===== src/rtl/sctl_pkg.sv =====
package sctl_pkg;
  typedef enum logic {
    MODE_NORMAL = 1'b0,
    MODE_CLKOUT = 1'b1
  } sctl_mode_e;
endpackage


===== src/rtl/sctl_sync.sv =====
module sctl_sync #(
  parameter int W      = 3,
  parameter int STAGES = 2
) (
  input  logic         clk,
  input  logic         rst,
  input  logic [W-1:0] d_in,
  output logic [W-1:0] d_lvl
);
  for (genvar g = 0; g < W; g++) begin : g_bit
    logic [STAGES-1:0] pipe;
    always_ff @(posedge clk) begin
      if (rst) pipe <= '0;
      else     pipe <= {pipe[STAGES-2:0], d_in[g]};
    end
    assign d_lvl[g] = pipe[STAGES-1];
  end
endmodule


===== src/rtl/sctl_shift.sv =====
module sctl_shift #(
  parameter int DATA_W = 24,
  parameter int ADDR_W = 4
) (
  input  logic              clk,
  input  logic              rst,
  input  logic              hold,
  input  logic              bit_in,
  input  logic              sclk_rise,
  input  logic              sen_lvl,
  input  logic              sen_rise,
  input  logic              sen_fall,
  output logic              frm_vld,
  output logic [ADDR_W-1:0] frm_addr,
  output logic [DATA_W-1:0] frm_data
);
  localparam int FRAME = DATA_W + ADDR_W;
  localparam int CNT_W = $clog2(FRAME + 1);
  localparam logic [CNT_W-1:0] FULL = CNT_W'(FRAME);

  logic [FRAME-1:0] sr;
  logic [CNT_W-1:0] cnt;

  always_ff @(posedge clk) begin
    if (rst) begin
      sr       <= '0;
      cnt      <= '0;
      frm_vld  <= 1'b0;
      frm_addr <= '0;
      frm_data <= '0;
    end else begin
      frm_vld <= 1'b0;
      if (sen_rise) begin
        cnt <= '0;
      end else if (sclk_rise && sen_lvl && !hold) begin
        sr <= {sr[FRAME-2:0], bit_in};
        if (cnt != FULL) cnt <= cnt + 1'b1;
      end
      if (sen_fall) begin
        cnt <= '0;
        if (cnt == FULL && !hold) begin
          frm_vld  <= 1'b1;
          frm_addr <= sr[ADDR_W-1:0];
          frm_data <= sr[FRAME-1:ADDR_W];
        end
      end
    end
  end

  // a short frame never yields a valid strobe
  a_r3_short_dropped: assert property (@(posedge clk) disable iff (rst)
    (sen_fall && cnt != FULL) |=> !frm_vld);
endmodule


===== src/rtl/sctl_regs.sv =====
module sctl_regs #(
  parameter int DATA_W   = 24,
  parameter int ADDR_W   = 4,
  parameter int CMD_ADDR = 11
) (
  input  logic                             clk,
  input  logic                             rst,
  input  logic                             wr_en,
  input  logic [ADDR_W-1:0]                wr_addr,
  input  logic [DATA_W-1:0]                wr_data,
  output logic [(2**ADDR_W)*DATA_W-1:0]    regs_flat
);
  localparam int NREGS = 2**ADDR_W;

  for (genvar g = 0; g < NREGS; g++) begin : g_reg
    logic [DATA_W-1:0] r;
    always_ff @(posedge clk) begin
      if (rst) r <= '0;
      else if (wr_en && wr_addr == ADDR_W'(g)) r <= wr_data;
    end
    assign regs_flat[g*DATA_W +: DATA_W] = r;
  end

  // the command address is never stored
  a_r4_cmd_not_stored: assert property (@(posedge clk) disable iff (rst)
    !(wr_en && wr_addr == ADDR_W'(CMD_ADDR)));
endmodule


===== src/rtl/sctl_mode.sv =====
module sctl_mode
  import sctl_pkg::*;
#(
  parameter int ADDR_W   = 4,
  parameter int CMD_ADDR = 11
) (
  input  logic              clk,
  input  logic              rst,
  input  logic              frm_vld,
  input  logic [ADDR_W-1:0] frm_addr,
  input  logic              allow,
  input  logic              sen_fall,
  input  logic              rclk_in,
  output logic              mode_on,
  output logic              pin_oe,
  output logic              pin_out
);
  sctl_mode_e st, st_nxt;
  logic       is_cmd;

  assign is_cmd = frm_vld && (frm_addr == ADDR_W'(CMD_ADDR));

  always_comb begin
    st_nxt = st;
    case (st)
      MODE_NORMAL: if (is_cmd && allow) st_nxt = MODE_CLKOUT;
      MODE_CLKOUT: if (sen_fall)        st_nxt = MODE_NORMAL;
      default:                          st_nxt = MODE_NORMAL;
    endcase
  end

  always_ff @(posedge clk) begin
    if (rst) begin
      st      <= MODE_NORMAL;
      pin_oe  <= 1'b0;
      pin_out <= 1'b0;
    end else begin
      st      <= st_nxt;
      pin_oe  <= (st_nxt == MODE_CLKOUT);
      pin_out <= (st_nxt == MODE_CLKOUT) && rclk_in;
    end
  end

  assign mode_on = (st == MODE_CLKOUT);

  a_r4_enter: assert property (@(posedge clk) disable iff (rst)
    (!mode_on && is_cmd && allow) |=> pin_oe);
  a_r5_no_enter: assert property (@(posedge clk) disable iff (rst)
    (!mode_on && !pin_oe && is_cmd && !allow) |=> !pin_oe);
  a_r8_exit: assert property (@(posedge clk) disable iff (rst)
    (mode_on && sen_fall) |=> !pin_oe);
  a_r6_quiet_when_input: assert property (@(posedge clk) disable iff (rst)
    !pin_oe |-> !pin_out);
endmodule


===== src/rtl/sctl_pdec.sv =====
module sctl_pdec #(
  parameter int PD_W  = 12,
  parameter int PLL_N = 3
) (
  input  logic             clk,
  input  logic             rst,
  input  logic [PD_W-1:0]  pd_bits,
  input  logic [PLL_N-1:0] pll_off,
  output logic [PD_W-1:0]  section_off,
  output logic             ref_cnt_en
);
  for (genvar g = 0; g < PD_W; g++) begin : g_pd
    always_ff @(posedge clk) begin
      if (rst) section_off[g] <= 1'b0;
      else     section_off[g] <= pd_bits[g];
    end
  end

  always_ff @(posedge clk) begin
    if (rst) ref_cnt_en <= 1'b1;
    else     ref_cnt_en <= ~(&pll_off);
  end

  // all PLLs disabled turns the reference counter off
  a_r10_ref_off: assert property (@(posedge clk) disable iff (rst)
    (&pll_off) |=> !ref_cnt_en);
  // disable bits reach the outputs one cycle later
  a_r9_pd_follow: assert property (@(posedge clk) disable iff (rst)
    pd_bits[PD_W-1] |=> section_off[PD_W-1]);
endmodule


===== src/rtl/sctl_port.sv =====
module sctl_port #(
  parameter int DATA_W      = 24,
  parameter int ADDR_W      = 4,
  parameter int SYNC_STAGES = 2,
  parameter int CMD_ADDR    = 11,
  parameter int PD_REG      = 5,
  parameter int MODE_BIT    = 20,
  parameter int PD_LO_W     = 11,
  parameter int PD_XTRA_BIT = 18,
  parameter int PLL_LSB     = 1,
  parameter int PLL_N       = 3
) (
  input  logic                          clk,
  input  logic                          rst,
  input  logic                          ser_clk,
  input  logic                          ser_en,
  input  logic                          ser_din,
  input  logic                          rclk_in,
  output logic                          ser_dout,
  output logic                          ser_doe,
  output logic [(2**ADDR_W)*DATA_W-1:0] regs_flat,
  output logic [PD_LO_W:0]              section_off,
  output logic                          ref_cnt_en
);
  logic [2:0]        lvl;
  logic              sclk_prev, sen_prev;
  logic              sclk_rise, sen_rise, sen_fall;
  logic              frm_vld, mode_on, wr_en;
  logic [ADDR_W-1:0] frm_addr;
  logic [DATA_W-1:0] frm_data;
  logic [DATA_W-1:0] pd_reg;

  sctl_sync #(.W(3), .STAGES(SYNC_STAGES)) u_sync (
    .clk(clk), .rst(rst), .d_in({ser_din, ser_en, ser_clk}), .d_lvl(lvl));

  always_ff @(posedge clk) begin
    if (rst) begin
      sclk_prev <= 1'b0;
      sen_prev  <= 1'b0;
    end else begin
      sclk_prev <= lvl[0];
      sen_prev  <= lvl[1];
    end
  end

  assign sclk_rise = lvl[0] & ~sclk_prev;
  assign sen_rise  = lvl[1] & ~sen_prev;
  assign sen_fall  = ~lvl[1] & sen_prev;

  sctl_shift #(.DATA_W(DATA_W), .ADDR_W(ADDR_W)) u_shift (
    .clk(clk), .rst(rst), .hold(mode_on), .bit_in(lvl[2]),
    .sclk_rise(sclk_rise), .sen_lvl(lvl[1]), .sen_rise(sen_rise),
    .sen_fall(sen_fall), .frm_vld(frm_vld), .frm_addr(frm_addr),
    .frm_data(frm_data));

  assign wr_en = frm_vld && !mode_on && (frm_addr != ADDR_W'(CMD_ADDR));

  sctl_regs #(.DATA_W(DATA_W), .ADDR_W(ADDR_W), .CMD_ADDR(CMD_ADDR)) u_regs (
    .clk(clk), .rst(rst), .wr_en(wr_en), .wr_addr(frm_addr),
    .wr_data(frm_data), .regs_flat(regs_flat));

  assign pd_reg = regs_flat[PD_REG*DATA_W +: DATA_W];

  sctl_mode #(.ADDR_W(ADDR_W), .CMD_ADDR(CMD_ADDR)) u_mode (
    .clk(clk), .rst(rst), .frm_vld(frm_vld), .frm_addr(frm_addr),
    .allow(pd_reg[MODE_BIT]), .sen_fall(sen_fall), .rclk_in(rclk_in),
    .mode_on(mode_on), .pin_oe(ser_doe), .pin_out(ser_dout));

  sctl_pdec #(.PD_W(PD_LO_W + 1), .PLL_N(PLL_N)) u_pdec (
    .clk(clk), .rst(rst),
    .pd_bits({pd_reg[PD_XTRA_BIT], pd_reg[PD_LO_W-1:0]}),
    .pll_off(pd_reg[PLL_LSB +: PLL_N]),
    .section_off(section_off), .ref_cnt_en(ref_cnt_en));

  // nothing is written while the line carries the recovered clock
  a_r7_no_write_in_mode: assert property (@(posedge clk) disable iff (rst)
    mode_on |-> !wr_en);
endmodule


===== config.mk =====
export PLATFORM = sky130hd
export DESIGN_NAME = sctl_port
export DESIGN_NICKNAME = d
export VERILOG_FILES = /design/src/rtl/sctl_pkg.sv /design/src/rtl/sctl_sync.sv /design/src/rtl/sctl_shift.sv /design/src/rtl/sctl_regs.sv /design/src/rtl/sctl_mode.sv /design/src/rtl/sctl_pdec.sv /design/src/rtl/sctl_port.sv
export SDC_FILE = /design/constraint.sdc
export NUM_CORES = 1
export LEC_CHECK = 0
export BUFFER_PORTS_ARGS = -buffer_cell sky130_fd_sc_hd__buf_2
export CORE_MARGIN = 1.5
export CORE_UTILIZATION = 58
export DETAILED_ROUTE_END_ITERATION = 10
export GPL_ROUTABILITY_DRIVEN = 0
export GPL_TIMING_DRIVEN = 0
export PLACE_DENSITY_LB_ADDON = 0.08
export SLEW_MARGIN = 10
export SYNTH_ARGS = -nofsm -noshare
export SYNTH_HDL_FRONTEND = slang
export SYNTH_HIERARCHICAL = 1
export SYNTH_SLANG_ARGS = --single-unit

===== constraint.sdc =====
create_clock -name clk -period 5.2 [get_ports clk]
set_input_delay 0 -clock clk [delete_from_list [all_inputs] [get_ports clk]]
set_output_delay 0 -clock clk [all_outputs]
set_load 0.005 [all_outputs]

==> impl_metrics.csv <==
group,metric,value,unit
run_status,status,"complete, no violations",
sta,setup_tns,0,ns
yosys,synth_ff_type,"dfxtp_1",
cells_and_area,n_antenna_cell,0,
power,switchingPower,1.44,mW
yosys,synth_area_per_cell,10.7,µm²
yosys,netlist.area_leader.share,0.520,
clock_tree,insertion_delay,0.54,ns
worst_setup_path,crit_path_end_kind,"flop",
sta,fin_crit_sh,0.454,
worst_setup_path,cp.required,5.58,ns
floorplanning,start_util,0.590,
yosys,yosysUniqueCellTypes,42,
cells_and_area,utilization,0.724,
global_routing,globalRoute.totalOverflow,0,
yosys,synth_edf_count,0,
route,first_pass_iters,5,
clock_tree,cts_root_buffer,"clkbuf_16",
floorplanning,dieArea,32200,µm²
floorplanning,core_area,30600,µm²
cells_and_area,final_common_cell,"dfxtp_1",
power,combPwrFrac,0.020,
worst_hold_path,hp-class,"input port to flop",
route,vias,13596,
power,swShare,0.205,
worst_setup_path,critPathKind,"flop to flop",
floorplanning,io_pins,405,
sta,hold_viol_final,0,
global_routing,grt_max_degree,23,
clock_tree,ctsResizeCount,0,
global_routing,grt_pass1_vias,13072,
flow_run,cap_violations,0,
cells_and_area,layout_common_cells,"dfxtp_1, buf_2, nand2b_1",
yosys,ys.warnings.count,6,
yosys,synth_seq_cells,469,
route,avgRoutedWirePerCell,20.2,µm
clock_tree,clock_path_buffers,3,
placement,preCtsSetupSlack,2.90,ns
power,vdd_drop_max,282,µV
floorplanning,die_w,179,µm
sta,fin_ws,2.84,ns
clock_tree,cts_tree,"done",
yosys,syn_inst,1680,
global_routing,grt_pass1_wl,75700,µm
sta,rsz0062_at_grt,"no",
placement,port_buffers,404,
clock_tree,cts_hold_buffers,8,
yosys,ys_seq_area_frac,0.520,
cells_and_area,final_nets,2148,
worst_setup_path,worstPathMaxFanout,10,
sta,setup_viol,0,
power,seqPwrFrac,0.511,
yosys,synthTopCellsByArea,"dfxtp_1, mux2i_1, nand2b_1, clkbuf_1, a21oi_1",
clock_tree,cts_setup_buffers,0,
global_routing,antenna_found_initial,0,
yosys,netlist_area,18000,µm²
sta,fmax,424,MHz
power,p_leak,11.6,nW
global_routing,track_usage,0.309,
route,totalWireLength,52000,µm
route,drcViolationCount,0,
worst_setup_path,arrival,2.74,ns
cells_and_area,num-fill-cells,2372,
cells_and_area,drive_gt1_frac,0.267,
route,vias_per_cell,5.29,
worst_setup_path,worstSetupStartpointType,"flop",
power,finalPower,7.04,mW
sta,worstMarginPinSlew,0.817,ns
floorplanning,fp.dieH,179,µm
placement,dp_hpwl,38000,µm
route,dr.first_iter.drc_count,739,
clock_tree,cts_buffers,46,
route,ant_nets,0,
power,powerDensity,318,nW/µm²
sta,skew,0.0150,ns
power,p_int,5.60,mW
sta,slew_viol_final,0,
clock_tree,path_clk_slew,0.06,ns
yosys,synth_top_cell_by_area,"dfxtp_1",
yosys,ys_async_sr_fraction,0,
power,power.share.clock,0.470,
sta,maxSlewHeadroom,0.456,
cells_and_area,area_growth,22.8,%
clock_tree,cts.sinks,469,
sta,post-route-min-period,2.36,ns
clock_tree,htree_levels,2,
yosys,synth_nets,1688,
floorplanning,placementRows,64,
## power by group through the flow
stage	logic, mW	registers, mW	clock network [mW]
finish	0.138	3.60	3.31
global route	0.145	3.59	3.49
CTS	0.137	3.60	3.34
detailed placement	0.132	3.68	0
global placement	0.131	3.68	0
floorplan	0.0899	3.68	0
## cells in the mapped netlist, types with 2 or more instances
master / n
a21oi_1: 58
and2_1: 2
and3b_1: 3
buf_2: 37
buf_4: 36
buf_6: 7
clkbuf_1: 82
dfxtp_1: 469
ha_1: 2
inv_1: 3
mux2i_1: 384
nand2_1: 57
nand2_2: 12
nand2b_1: 409
nand3_1: 32
nand3_2: 4
nand4b_1: 2
nor2b_1: 26
nor3_1: 3
nor3b_2: 2
o21ai_0: 18
o21ai_1: 11
or3_1: 2
## metrics by stage
step | hold WS [ns] | instances | area (µm²)
6_report | 0.252 | 2570 | 22200
5_1_grt | 0.270 | 2570 | 22200
4_1_cts | 0.236 | 2570 | 22200
3_5_place_dp | 0.216 | 2480 | 20600
3_3_place_gp | 0.210 | 2480 | 20600
2_1_floorplan | 0.0695 | 1680 | 18000
## logic make-up after synthesis
| logic type | count (synthesis) | synth area share |
|---|---|---|
| buf+inv | 165 | 0.0473 |
| mux | 384 | 0.213 |
| simple gates | 565 | 0.190 |
| compound gates | 95 | 0.0279 |
| flops | 469 | 0.520 |
| fa+ha+maj | 2 | 0.00139 |
## sequential cells by signal, summed over array words and instances (netlist names)
register,flops
u_shift/sr,28
sen_prev,1
u_regs/g.r,384
u_shift/frm_vld,1
u_shift/frm_addr,4
sclk_prev,1
u_shift/cnt,5
u_sync/g_bit.pipe,6
u_pdec/section_off,12
u_pdec/ref_cnt_en,1
u_mode/mode_on,1
u_mode/pin_out,1
u_shift/frm_data,24
## final timing paths
check	slack, ns	to	cells past startpoint	startpoint
min	0.25	u_mode/pin_out	3	rclk_in
max reg2reg	2.84	u_regs/g_reg[3].r[14]	6	u_shift/frm_addr[2]
min reg2reg	0.44	u_sync/g_bit[0].pipe[1]	1	u_sync/g_bit[0].pipe[0]
max	2.84	u_regs/g_reg[3].r[14]	6	u_shift/frm_addr[2]
## worst max-delay path, cell delays in order, from the launching register on
cell and delay, ns:
dfxtp_1 0.47, and4b_1 0.24, nor3b_2 0.25, nor3b_4 0.42
nand3_2 0.33, buf_2 0.33, mux2i_1 0.15
## routing by layer
metal | routed length (µm) | track usage
met5 | 0 | 0
met4 | 2010 | 0.123
met3 | 2860 | 0.0492
met2 | 25700 | 0.549
met1 | 21400 | 0.373
## cell type report
cell class | count | area, µm² | area share
clock inverters | 15 | 125 | 0.00565
repair buffers | 412 | 2100 | 0.0949
clock buffers | 67 | 1380 | 0.0625
inverters | 3 | 11.3 | 0.000508
flip-flops and latches | 469 | 9390 | 0.424
multi-input cells | 1046 | 7800 | 0.352
well taps | 396 | 495 | 0.0224
plain buffers | 162 | 842 | 0.0380
Power figures use the tool's default switching activity.
